File: src/rtl/wdg_pkg.sv
package wdg_pkg;

    localparam int CNT_W  = 16;
    localparam int PRE_W  = 18;
    localparam int DATA_W = 32;

    localparam logic [7:0] KEY_ARM    = 8'hBE;
    localparam logic [7:0] KEY_COMMIT = 8'hDC;

    typedef enum logic {
        KS_LOCKED,
        KS_ARMED
    } key_state_e;

    typedef struct packed {
        logic             run;
        logic [1:0]       warn_sel;
        logic [1:0]       div_sel;
        logic [CNT_W-1:0] reload;
    } wdg_cfg_t;

    typedef struct packed {
        logic             expired;
        logic             running;
        logic             warned;
        logic [CNT_W-1:0] count;
    } wdg_stat_t;

    // Early-warning level: half, quarter, eighth or sixteenth of the range.
    function automatic logic [CNT_W-1:0] warn_level(input logic [1:0] sel);
        return (CNT_W'(1) << (CNT_W - 1)) >> sel;
    endfunction

    // Last prescaler value before a tick: ratio 64**sel minus one.
    function automatic logic [PRE_W-1:0] div_last(input logic [1:0] sel);
        logic [PRE_W:0] ratio;
        ratio = (PRE_W+1)'(1) << (6 * sel);
        return PRE_W'(ratio - 1'b1);
    endfunction

    function automatic wdg_cfg_t cfg_from_word(input logic [DATA_W-1:0] w);
        wdg_cfg_t c;
        c.run      = w[31];
        c.warn_sel = w[27:26];
        c.div_sel  = w[25:24];
        c.reload   = w[CNT_W-1:0];
        return c;
    endfunction

    function automatic logic [DATA_W-1:0] cfg_to_word(input wdg_cfg_t c);
        logic [DATA_W-1:0] w;
        w          = '0;
        w[31]      = c.run;
        w[27:26]   = c.warn_sel;
        w[25:24]   = c.div_sel;
        w[CNT_W-1:0] = c.reload;
        return w;
    endfunction

endpackage

File: src/rtl/wdg_keylock.sv
module wdg_keylock
    import wdg_pkg::*;
(
    input  logic       clk,
    input  logic       rst,
    input  logic       wr_ctrl,
    input  logic [7:0] key,
    output logic       commit
);

    key_state_e state_q;

    always_ff @(posedge clk) begin
        if (rst) begin
            state_q <= KS_LOCKED;
        end else if (wr_ctrl) begin
            unique case (state_q)
                KS_LOCKED: if (key == KEY_ARM) state_q <= KS_ARMED;
                KS_ARMED:  state_q <= KS_LOCKED;
                default:   state_q <= KS_LOCKED;
            endcase
        end
    end

    assign commit = wr_ctrl && (state_q == KS_ARMED) && (key == KEY_COMMIT);

    // a commit always consumes the arming, so two cannot be adjacent
    p_no_double_commit_r3: assert property (@(posedge clk) disable iff (rst)
        commit |=> !commit);

    // any control write seen while armed relocks the sequence
    p_relock_after_second_r3: assert property (@(posedge clk) disable iff (rst)
        (state_q == KS_ARMED && wr_ctrl) |=> (state_q == KS_LOCKED));

endmodule

File: src/rtl/wdg_prescale.sv
module wdg_prescale
    import wdg_pkg::*;
(
    input  logic       clk,
    input  logic       rst,
    input  logic       clear,
    input  logic       run,
    input  logic [1:0] div_sel,
    output logic       tick
);

    logic [PRE_W-1:0] pre_q;
    logic [PRE_W-1:0] last;

    assign last = div_last(div_sel);
    assign tick = run && (pre_q == last);

    always_ff @(posedge clk) begin
        if (rst || clear) begin
            pre_q <= '0;
        end else if (run) begin
            pre_q <= (pre_q == last) ? '0 : pre_q + 1'b1;
        end
    end

    // with any divider above one, ticks are never back to back
    p_tick_spacing_r4: assert property (@(posedge clk) disable iff (rst)
        (tick && div_sel != 2'd0 && !clear) |=> !tick);

endmodule

File: src/rtl/wdg_core.sv
module wdg_core
    import wdg_pkg::*;
(
    input  logic             clk,
    input  logic             rst,
    input  logic             load,
    input  logic [CNT_W-1:0] reload,
    input  logic [1:0]       warn_sel,
    input  logic             run,
    input  logic             tick,
    output logic [CNT_W-1:0] count,
    output logic             warned,
    output logic             expired,
    output logic             nmi_pulse,
    output logic             rst_pulse
);

    logic [CNT_W-1:0] nxt;
    logic [CNT_W-1:0] level;

    assign nxt   = count - 1'b1;
    assign level = warn_level(warn_sel);

    always_ff @(posedge clk) begin
        if (rst) begin
            count     <= '0;
            warned    <= 1'b0;
            expired   <= 1'b0;
            nmi_pulse <= 1'b0;
            rst_pulse <= 1'b0;
        end else begin
            nmi_pulse <= 1'b0;
            rst_pulse <= 1'b0;
            if (load) begin
                count   <= reload;
                warned  <= 1'b0;
                expired <= 1'b0;
            end else if (run && tick && count != '0) begin
                count <= nxt;
                if (nxt < level && !warned) begin
                    warned    <= 1'b1;
                    nmi_pulse <= 1'b1;
                end
                if (nxt == '0) begin
                    expired   <= 1'b1;
                    rst_pulse <= 1'b1;
                end
            end
        end
    end

    // interrupt request lasts one cycle
    p_nmi_single_r5: assert property (@(posedge clk) disable iff (rst)
        nmi_pulse |=> !nmi_pulse);

    // reset request lasts one cycle
    p_rst_single_r6: assert property (@(posedge clk) disable iff (rst)
        rst_pulse |=> !rst_pulse);

    // an expired watchdog holds a zero count
    p_expired_at_zero_r6: assert property (@(posedge clk) disable iff (rst)
        expired |-> (count == '0));

    // a stopped watchdog keeps its count
    p_hold_when_stopped_r8: assert property (@(posedge clk) disable iff (rst)
        (!run && !load) |=> $stable(count));

    // without a load the count moves by at most one step
    p_single_step_r4: assert property (@(posedge clk) disable iff (rst)
        !load |=> (count == $past(count) || count == $past(count) - 1'b1));

endmodule

File: src/rtl/pwd_watchdog.sv
module pwd_watchdog
    import wdg_pkg::*;
#(
    parameter int ADDR_W = 4,
    parameter logic [ADDR_W-1:0] CTRL_OFS = 4'h0,
    parameter logic [ADDR_W-1:0] STAT_OFS = 4'h4
) (
    input  logic              clk,
    input  logic              rst,
    input  logic              wr_en,
    input  logic              rd_en,
    input  logic [ADDR_W-1:0] addr,
    input  logic [31:0]       wdata,
    output logic [31:0]       rdata,
    output logic              nmi_req,
    output logic              rst_req
);

    wdg_cfg_t         cfg_q;
    wdg_stat_t        stat;
    logic             wr_ctrl;
    logic             commit;
    logic             tick;
    logic [CNT_W-1:0] count;
    logic             warned;
    logic             expired;
    logic             unused_bits;

    assign wr_ctrl     = wr_en && (addr == CTRL_OFS);
    assign unused_bits = ^wdata[30:28];

    wdg_keylock u_keylock (
        .clk     (clk),
        .rst     (rst),
        .wr_ctrl (wr_ctrl),
        .key     (wdata[23:16]),
        .commit  (commit)
    );

    always_ff @(posedge clk) begin
        if (rst) begin
            cfg_q <= '0;
        end else if (commit) begin
            cfg_q <= cfg_from_word(wdata);
        end
    end

    wdg_prescale u_prescale (
        .clk     (clk),
        .rst     (rst),
        .clear   (commit),
        .run     (cfg_q.run),
        .div_sel (cfg_q.div_sel),
        .tick    (tick)
    );

    wdg_core u_core (
        .clk       (clk),
        .rst       (rst),
        .load      (commit),
        .reload    (wdata[CNT_W-1:0]),
        .warn_sel  (cfg_q.warn_sel),
        .run       (cfg_q.run),
        .tick      (tick),
        .count     (count),
        .warned    (warned),
        .expired   (expired),
        .nmi_pulse (nmi_req),
        .rst_pulse (rst_req)
    );

    assign stat.expired = expired;
    assign stat.running = cfg_q.run;
    assign stat.warned  = warned;
    assign stat.count   = count;

    always_ff @(posedge clk) begin
        if (rst) begin
            rdata <= '0;
        end else if (rd_en) begin
            if (addr == CTRL_OFS)      rdata <= cfg_to_word(cfg_q);
            else if (addr == STAT_OFS) rdata <= 32'(stat);
            else                       rdata <= '0;
        end
    end

    // nothing is requested during the cycle after reset
    p_quiet_after_reset_r1: assert property (@(posedge clk)
        $fell(rst) |-> (!nmi_req && !rst_req));

    // a stopped watchdog never requests a reset
    p_no_reset_when_stopped_r8: assert property (@(posedge clk) disable iff (rst)
        (!cfg_q.run && !commit) |=> !rst_req);

endmodule

File: config.mk
export PLATFORM = sky130hd
export DESIGN_NAME = pwd_watchdog
export DESIGN_NICKNAME = d
export VERILOG_FILES = /design/src/rtl/wdg_pkg.sv /design/src/rtl/wdg_keylock.sv /design/src/rtl/wdg_prescale.sv /design/src/rtl/wdg_core.sv /design/src/rtl/pwd_watchdog.sv
export SDC_FILE = /design/constraint.sdc
export NUM_CORES = 1
export LEC_CHECK = 0
export BUFFER_PORTS_ARGS = -buffer_cell sky130_fd_sc_hd__buf_2
export CORE_ASPECT_RATIO = 0.7
export CORE_MARGIN = 4
export CORE_UTILIZATION = 38
export DETAILED_ROUTE_END_ITERATION = 7
export GPL_TIMING_DRIVEN = 0
export PLACE_DENSITY_LB_ADDON = 0.3
export SETUP_SLACK_MARGIN = 0.02
export SLEW_MARGIN = 20
export SYNTH_ARGS = -nofsm -noshare
export SYNTH_HDL_FRONTEND = slang
export SYNTH_SLANG_ARGS = --single-unit
File: constraint.sdc
create_clock -name clk -period 3.49 [get_ports clk]
set_input_delay 0.349 -clock clk [delete_from_list [all_inputs] [get_ports clk]]
set_output_delay 0.349 -clock clk [all_outputs]
set_load 0.02 [all_outputs]
# Yosys cells after proc, flatten, opt, wreduce, memory -nomap -nowiden
# Index checks and enable logic that the tools add are counted.
[word_totals]
reg_bits = 92
[op_classes]
addsub = 3
n_mul = 1
n_lt_le_gt_ge = 1
n_eq_ne = 4
shift = 2
n_mux = 9
bitwise = 2
n_reduce_logical = 17
[op_table]
columns = ["op", "count"]
rows = [
  ["$mux 16", 2],
  ["$mux 32", 1],
  ["$mux 19", 1],
  ["$add 18x1->18 const B", 1],
  ["$eq 18x18->1", 1],
  ["$mux 18", 1],
  ["$shl 1x5->18 const A", 1],
  ["$sub 18x1->18 const B", 1],
  ["$eq 8x8->1 const B", 2],
  ["$logic_not 16->1", 1],
  ["$lt 16x16->1", 1],
  ["$reduce_bool 16->1", 1],
  ["$shr 16x2->16 const A", 1],
  ["$sub 16x1->16 const B", 1],
  ["$logic_and 1x1->1", 7],
  ["$eq 4x3->1 const B", 1],
  ["$logic_not 4->1", 1],
  ["$mul 2x2->4 const A", 1],
  ["$reduce_and 2->1", 2],
  ["$mux 1", 3],
  ["$reduce_or 3->1", 1],
  ["$not 1->1", 2],
  ["$pmux 1 s2", 1],
  ["$reduce_bool 2->1", 1],
  ["3 further kinds", 3],
]

# Depth between registers and ports, before layout
[depth]
word_depth = 9
ltp_mapped = 12

# Hierarchy
# A second synthesis with hierarchy kept.
[unflattened]
hier_cells = 489
area_unflattened_um2 = 4433.0
[by_module_without_submodules]
columns = ["mod", "n_inst", "cells_per_inst", "area_per_inst_um2"]
rows = [
  ["pwd_watchdog", 1, 178, 1805.5],
  ["wdg_core", 1, 188, 1599.0],
  ["wdg_prescale", 1, 114, 949.7],
  ["wdg_keylock", 1, 9, 78.8],
]

# Least setup slack after synthesis
# OpenSTA, ideal clock, no wires.
[synth_path]
path_type = "register to register"
startpoint = "reg u_core.count[2]"
endpoint = "reg u_core.nmi_pulse"
setup_time_ns = 0.080
arrival_time_ns = 2.472
required_time_ns = 3.410
path_slack_ns = 0.938
path_stages_with_launch = 9
period_less_slack_ns = 2.552
cell_sequence = "dfxtp_1 -> buf_6 -> or4_4 -> or3_4 -> or4_4 -> xnor2_1 -> ha_1 -> a21oi_1 -> nor3b_1"
[synth_via]
elab_chain_len = 4
[synth_lines]
columns = ["element", "line", "text"]
rows = [
  ["start, declared", "wdg_core.sv:11", "output logic [CNT_W-1:0] count,"],
  ["start signal, assigned", "wdg_core.sv:35", "count <= reload;"],
  ["start signal, assigned", "wdg_core.sv:39", "count <= nxt;"],
  ["$sub 16x1->16 / $reduce_bool 16->1 (equally long branches)", "wdg_core.sv:21, wdg_core.sv:38", ""],
  ["$lt 16x16->1 / $logic_and 1x1->1 (equally long branches)", "wdg_core.sv:40, wdg_core.sv:38", ""],
  ["$logic_and 1x1->1 / $not 1->1 (equally long branches)", "--", ""],
  ["$mux 1 / $reduce_or 3->1 (equally long branches)", "--", ""],
  ["end signal, assigned", "wdg_core.sv:29", "nmi_pulse <= 1'b0;"],
  ["end signal, assigned", "wdg_core.sv:32", "nmi_pulse <= 1'b0;"],
  ["end signal, assigned", "wdg_core.sv:42", "nmi_pulse <= 1'b1;"],
  ["end, declared", "wdg_core.sv:14", "output logic nmi_pulse,"],
]
# Parallel ways exist; a longest one is shown, timed or not.
# A chain may end at the register's enable or synchronous reset.

# Worst setup path in the final report
[layout_path]
startpoint = "reg u_core.count[3]"
endpoint = "reg u_core.nmi_pulse"
# The elaborated chain is that of the path after synthesis.

==> reports/metrics.yaml <==
outcome:
  status: "complete, no violations"
synth:
  syn_area_per_cell_um2: 8.20
  synth_largest_area_cell: "dfxtp_1"
  netlist_area_um2: 4180
  synth-seq-cells: 84
  synth-edff-count: 0
  yosys_most_used_dff: "dfxtp_1"
  synthTopCellsByArea: "dfxtp_1, nor2_1, nand2_1, a211oi_1, xnor2_1"
  seq_area_frac_synth_pct: 40.2
  netlist_instances: 510
  synthArstFlopShare_pct: 0
  yosys_warnings: 0
  yosysUniqueCellTypes: 51
  synth.top_cell.area_share_pct: 40.2
power_and_ir_drop:
  clkPwrFrac_pct: 45.6
  switching_power_mw: 0.449
  combPwrFrac_pct: 5.7
  pwr-share-seq_pct: 48.7
  internal_power_mw: 1.55
  p_leak_nw: 1.87
  p_sw_share_pct: 22.5
  max-vdd-ir-drop_v: 0.000223
  power_density_nw_per_um2: 399
  total_power_mw: 2.00
worst_hold_path:
  hp-class: "input port to flop"
worst_setup_path:
  crit_path_start: "u_core.count[3]$_SDFFE_PP0P_"
  worstRegToRegCells: 11
  r2r_setup_slack_ns: 0.60
  worstSetupPathType: "flop to flop"
  r2r_start: "u_core.count[3]$_SDFFE_PP0P_"
  cp.arrival_ns: 3.14
  cp_slowest_cell: "or4_4"
  path_max_fanout: 8
  cp-end-kind: "flop"
  worst_path_largest_cell_delay_ns: 0.49
  endpoint: "u_core.nmi_pulse$_SDFF_PP0_"
  worstReg2RegEnd: "u_core.nmi_pulse$_SDFF_PP0_"
  cp-start-kind: "flop"
  cp.required_ns: 3.73
  cp_cell_sequence: "clkbuf_1, or4_4, nor3_1, a21boi_0, or2_2, ha_1, o21a_1, o21ai_0, nand2b_1, a21oi_1, nor3b_1"
global_route:
  use_met3_pct: 5.33
  busiest_layer: "met2"
  antenna_found_initial: 0
  grt_usage_pct: 18.9
  grt_max_degree: 14
  grt_use_met2_pct: 27.5
  overflow: 0
  grt_pass1_vias: 3794
  grt_pass1_wl_um: 19100
  grt.met1_usage_pct: 26.6
timing:
  tns_ns: 0
  finalWorstSetupSlack_ns: 0.597
  fin_crit_ns: 2.89
  max_freq_mhz: 346
  drv_slew: 0
  period_share_pct: 82.9
  clock_skew_ns: 0.00615
  rsz0062_at_grt: "no"
  finalHoldViolations: 0
  hold_ws_ns: 0.252
  max_slew_margin_pct: 32.1
  worst_pin_slew_ns: 1.01
  setup_violations: 0
finish:
  utilization_pct: 47.5
  area_delta_synth_final_pct: 19.7
  fin_area_um2: 5010
  final_common_cell: "dfxtp_1"
  stdcell_count: 743
  layout_common_cells: "dfxtp_1, nor2_1, buf_2, nand2_1, a21oi_1"
  drive_above_1_share_pct: 18.8
  finalNetCount: 637
  num_antenna_cells: 0
routing:
  route.final.wire_length_um: 11500
  wl_per_cell_um: 15.5
  vias: 3898
  drt_iter0_drc: 266
  detail-route-antenna-nets: 0
  vias_per_cell: 5.25
  drc: 0
  drtPass1Iterations: 5
clock_tree:
  cts_sinks: 84
  clk_pin_slew_ns: 0.06
  cts_buffers: 9
  max-clock-path-buffers: 2
  cts_root_buf: "clkbuf_16"
  insertion_delay_ns: 0.34
  cts_tree: "built"
  cts_hold_buf: 0
  post_cts_buffers: 0
  ctsResizeCount: 0
  cts_max_level: 3
floorplanning:
  pin_count: 74
  die_h_um: 95.8
  core-area_um2: 10600
  rows: 31
  dieArea_um2: 12800
  initial_core_util_pct: 39.6
  dieWidth_um: 133
run:
  max_cap_violations: 0
place:
  place_inst: 727
  post_dp_cell_area_um2: 4720
  dp_slack_ns: 0.372
  io_buffers: 61
  dp_hpwl_um: 8780
  place_congestion: 0.882
[worst min-delay path by stage]
stage / from / to / slack [ns] / cells past startpoint
2_1_floorplan: u_core.warned$_SDFFE_PP0P_ / u_core.nmi_pulse$_SDFF_PP0_ / 0.42 / 1
5_1_grt: wdata[27] / cfg_q[19]$_SDFFE_PP0P_ / 0.26 / 3
3_5_place_dp: cfg_q[1]$_SDFFE_PP0P_ / cfg_q[1]$_SDFFE_PP0P_ / 0.45 / 2
6_report: wdata[25] / cfg_q[17]$_SDFFE_PP0P_ / 0.25 / 3
3_3_place_gp: cfg_q[15]$_SDFFE_PP0P_ / cfg_q[15]$_SDFFE_PP0P_ / 0.44 / 2
4_1_cts: wdata[24] / cfg_q[16]$_SDFFE_PP0P_ / 0.24 / 3
[metal layers]
metal | part of all wire (%) | up-vias
met5 | 0 | -
met4 | 1.8 | 0
met3 | 8.9 | 20
met2 | 40 | 149
met1 | 49 | 1791
li1 | - | 1938
[cells by family after synthesis]
kind of cell / after synthesis / share of synthesized area [%]
AO/OA/AOI/OAI: 99 / 16.4
XOR/XNOR: 35 / 7.33
adder cells (fa/ha/maj): 7 / 2.09
buffers and inverters: 53 / 5.92
flip-flops: 84 / 40.2
multiplexers: 3 / 0.718
other: 1 / 0.0897
AND/OR/NAND/NOR: 228 / 27.3
[synth_stat cells, types with 14 or more instances]
| cell type | instances |
|---|---|
| xor2_1 | 14 |
| a211oi_1 | 26 |
| nor3_1 | 19 |
| clkbuf_1 | 29 |
| nand2_1 | 57 |
| nand3_1 | 17 |
| a21oi_1 | 35 |
| dfxtp_1 | 84 |
| nand2b_1 | 15 |
| a22oi_1 | 16 |
| nor2_1 | 66 |
| xnor2_1 | 21 |
[critical path, delay by kind of cell (launching register included)]
kind,cells,cell delay (ns)
DFF,1,0.29
and+or+nand+nor,5,1.40
AOI/OAI and AO/OA,4,0.61
buffers and inverters,1,0.19
adders and majority gates,1,0.29
[final cells by class]
cell class | count | area, um^2
plain buffers | 44 | 214
fillers | 1067 | 5540
flip-flops and latches | 84 | 1680
well taps | 148 | 185
inverters | 9 | 33.8
multi-input cells | 380 | 2290
clock buffers | 13 | 270
clock inverters | 3 | 20.0
repair buffers | 62 | 310
[power groups by stage]
stage / Combinational [mW] / Sequential [mW] / Clock [mW]
finish: 0.114 / 0.972 / 0.911
global route: 0.126 / 0.973 / 0.973
global placement: 0.111 / 0.993 / 0
detailed placement: 0.114 / 0.993 / 0
CTS: 0.114 / 0.972 / 0.931
floorplan: 0.0527 / 1.00 / 0
[sequential cells by signal, indices dropped and copies added (netlist names)]
signal	count
rdata	24
cfg_q	21
u_prescale.pre_q	18
u_core.count	16
u_core.expired	1
u_core.nmi_pulse	1
u_core.rst_pulse	1
u_core.warned	1
u_keylock.state_q	1
(Power assumes the default switching activity.)
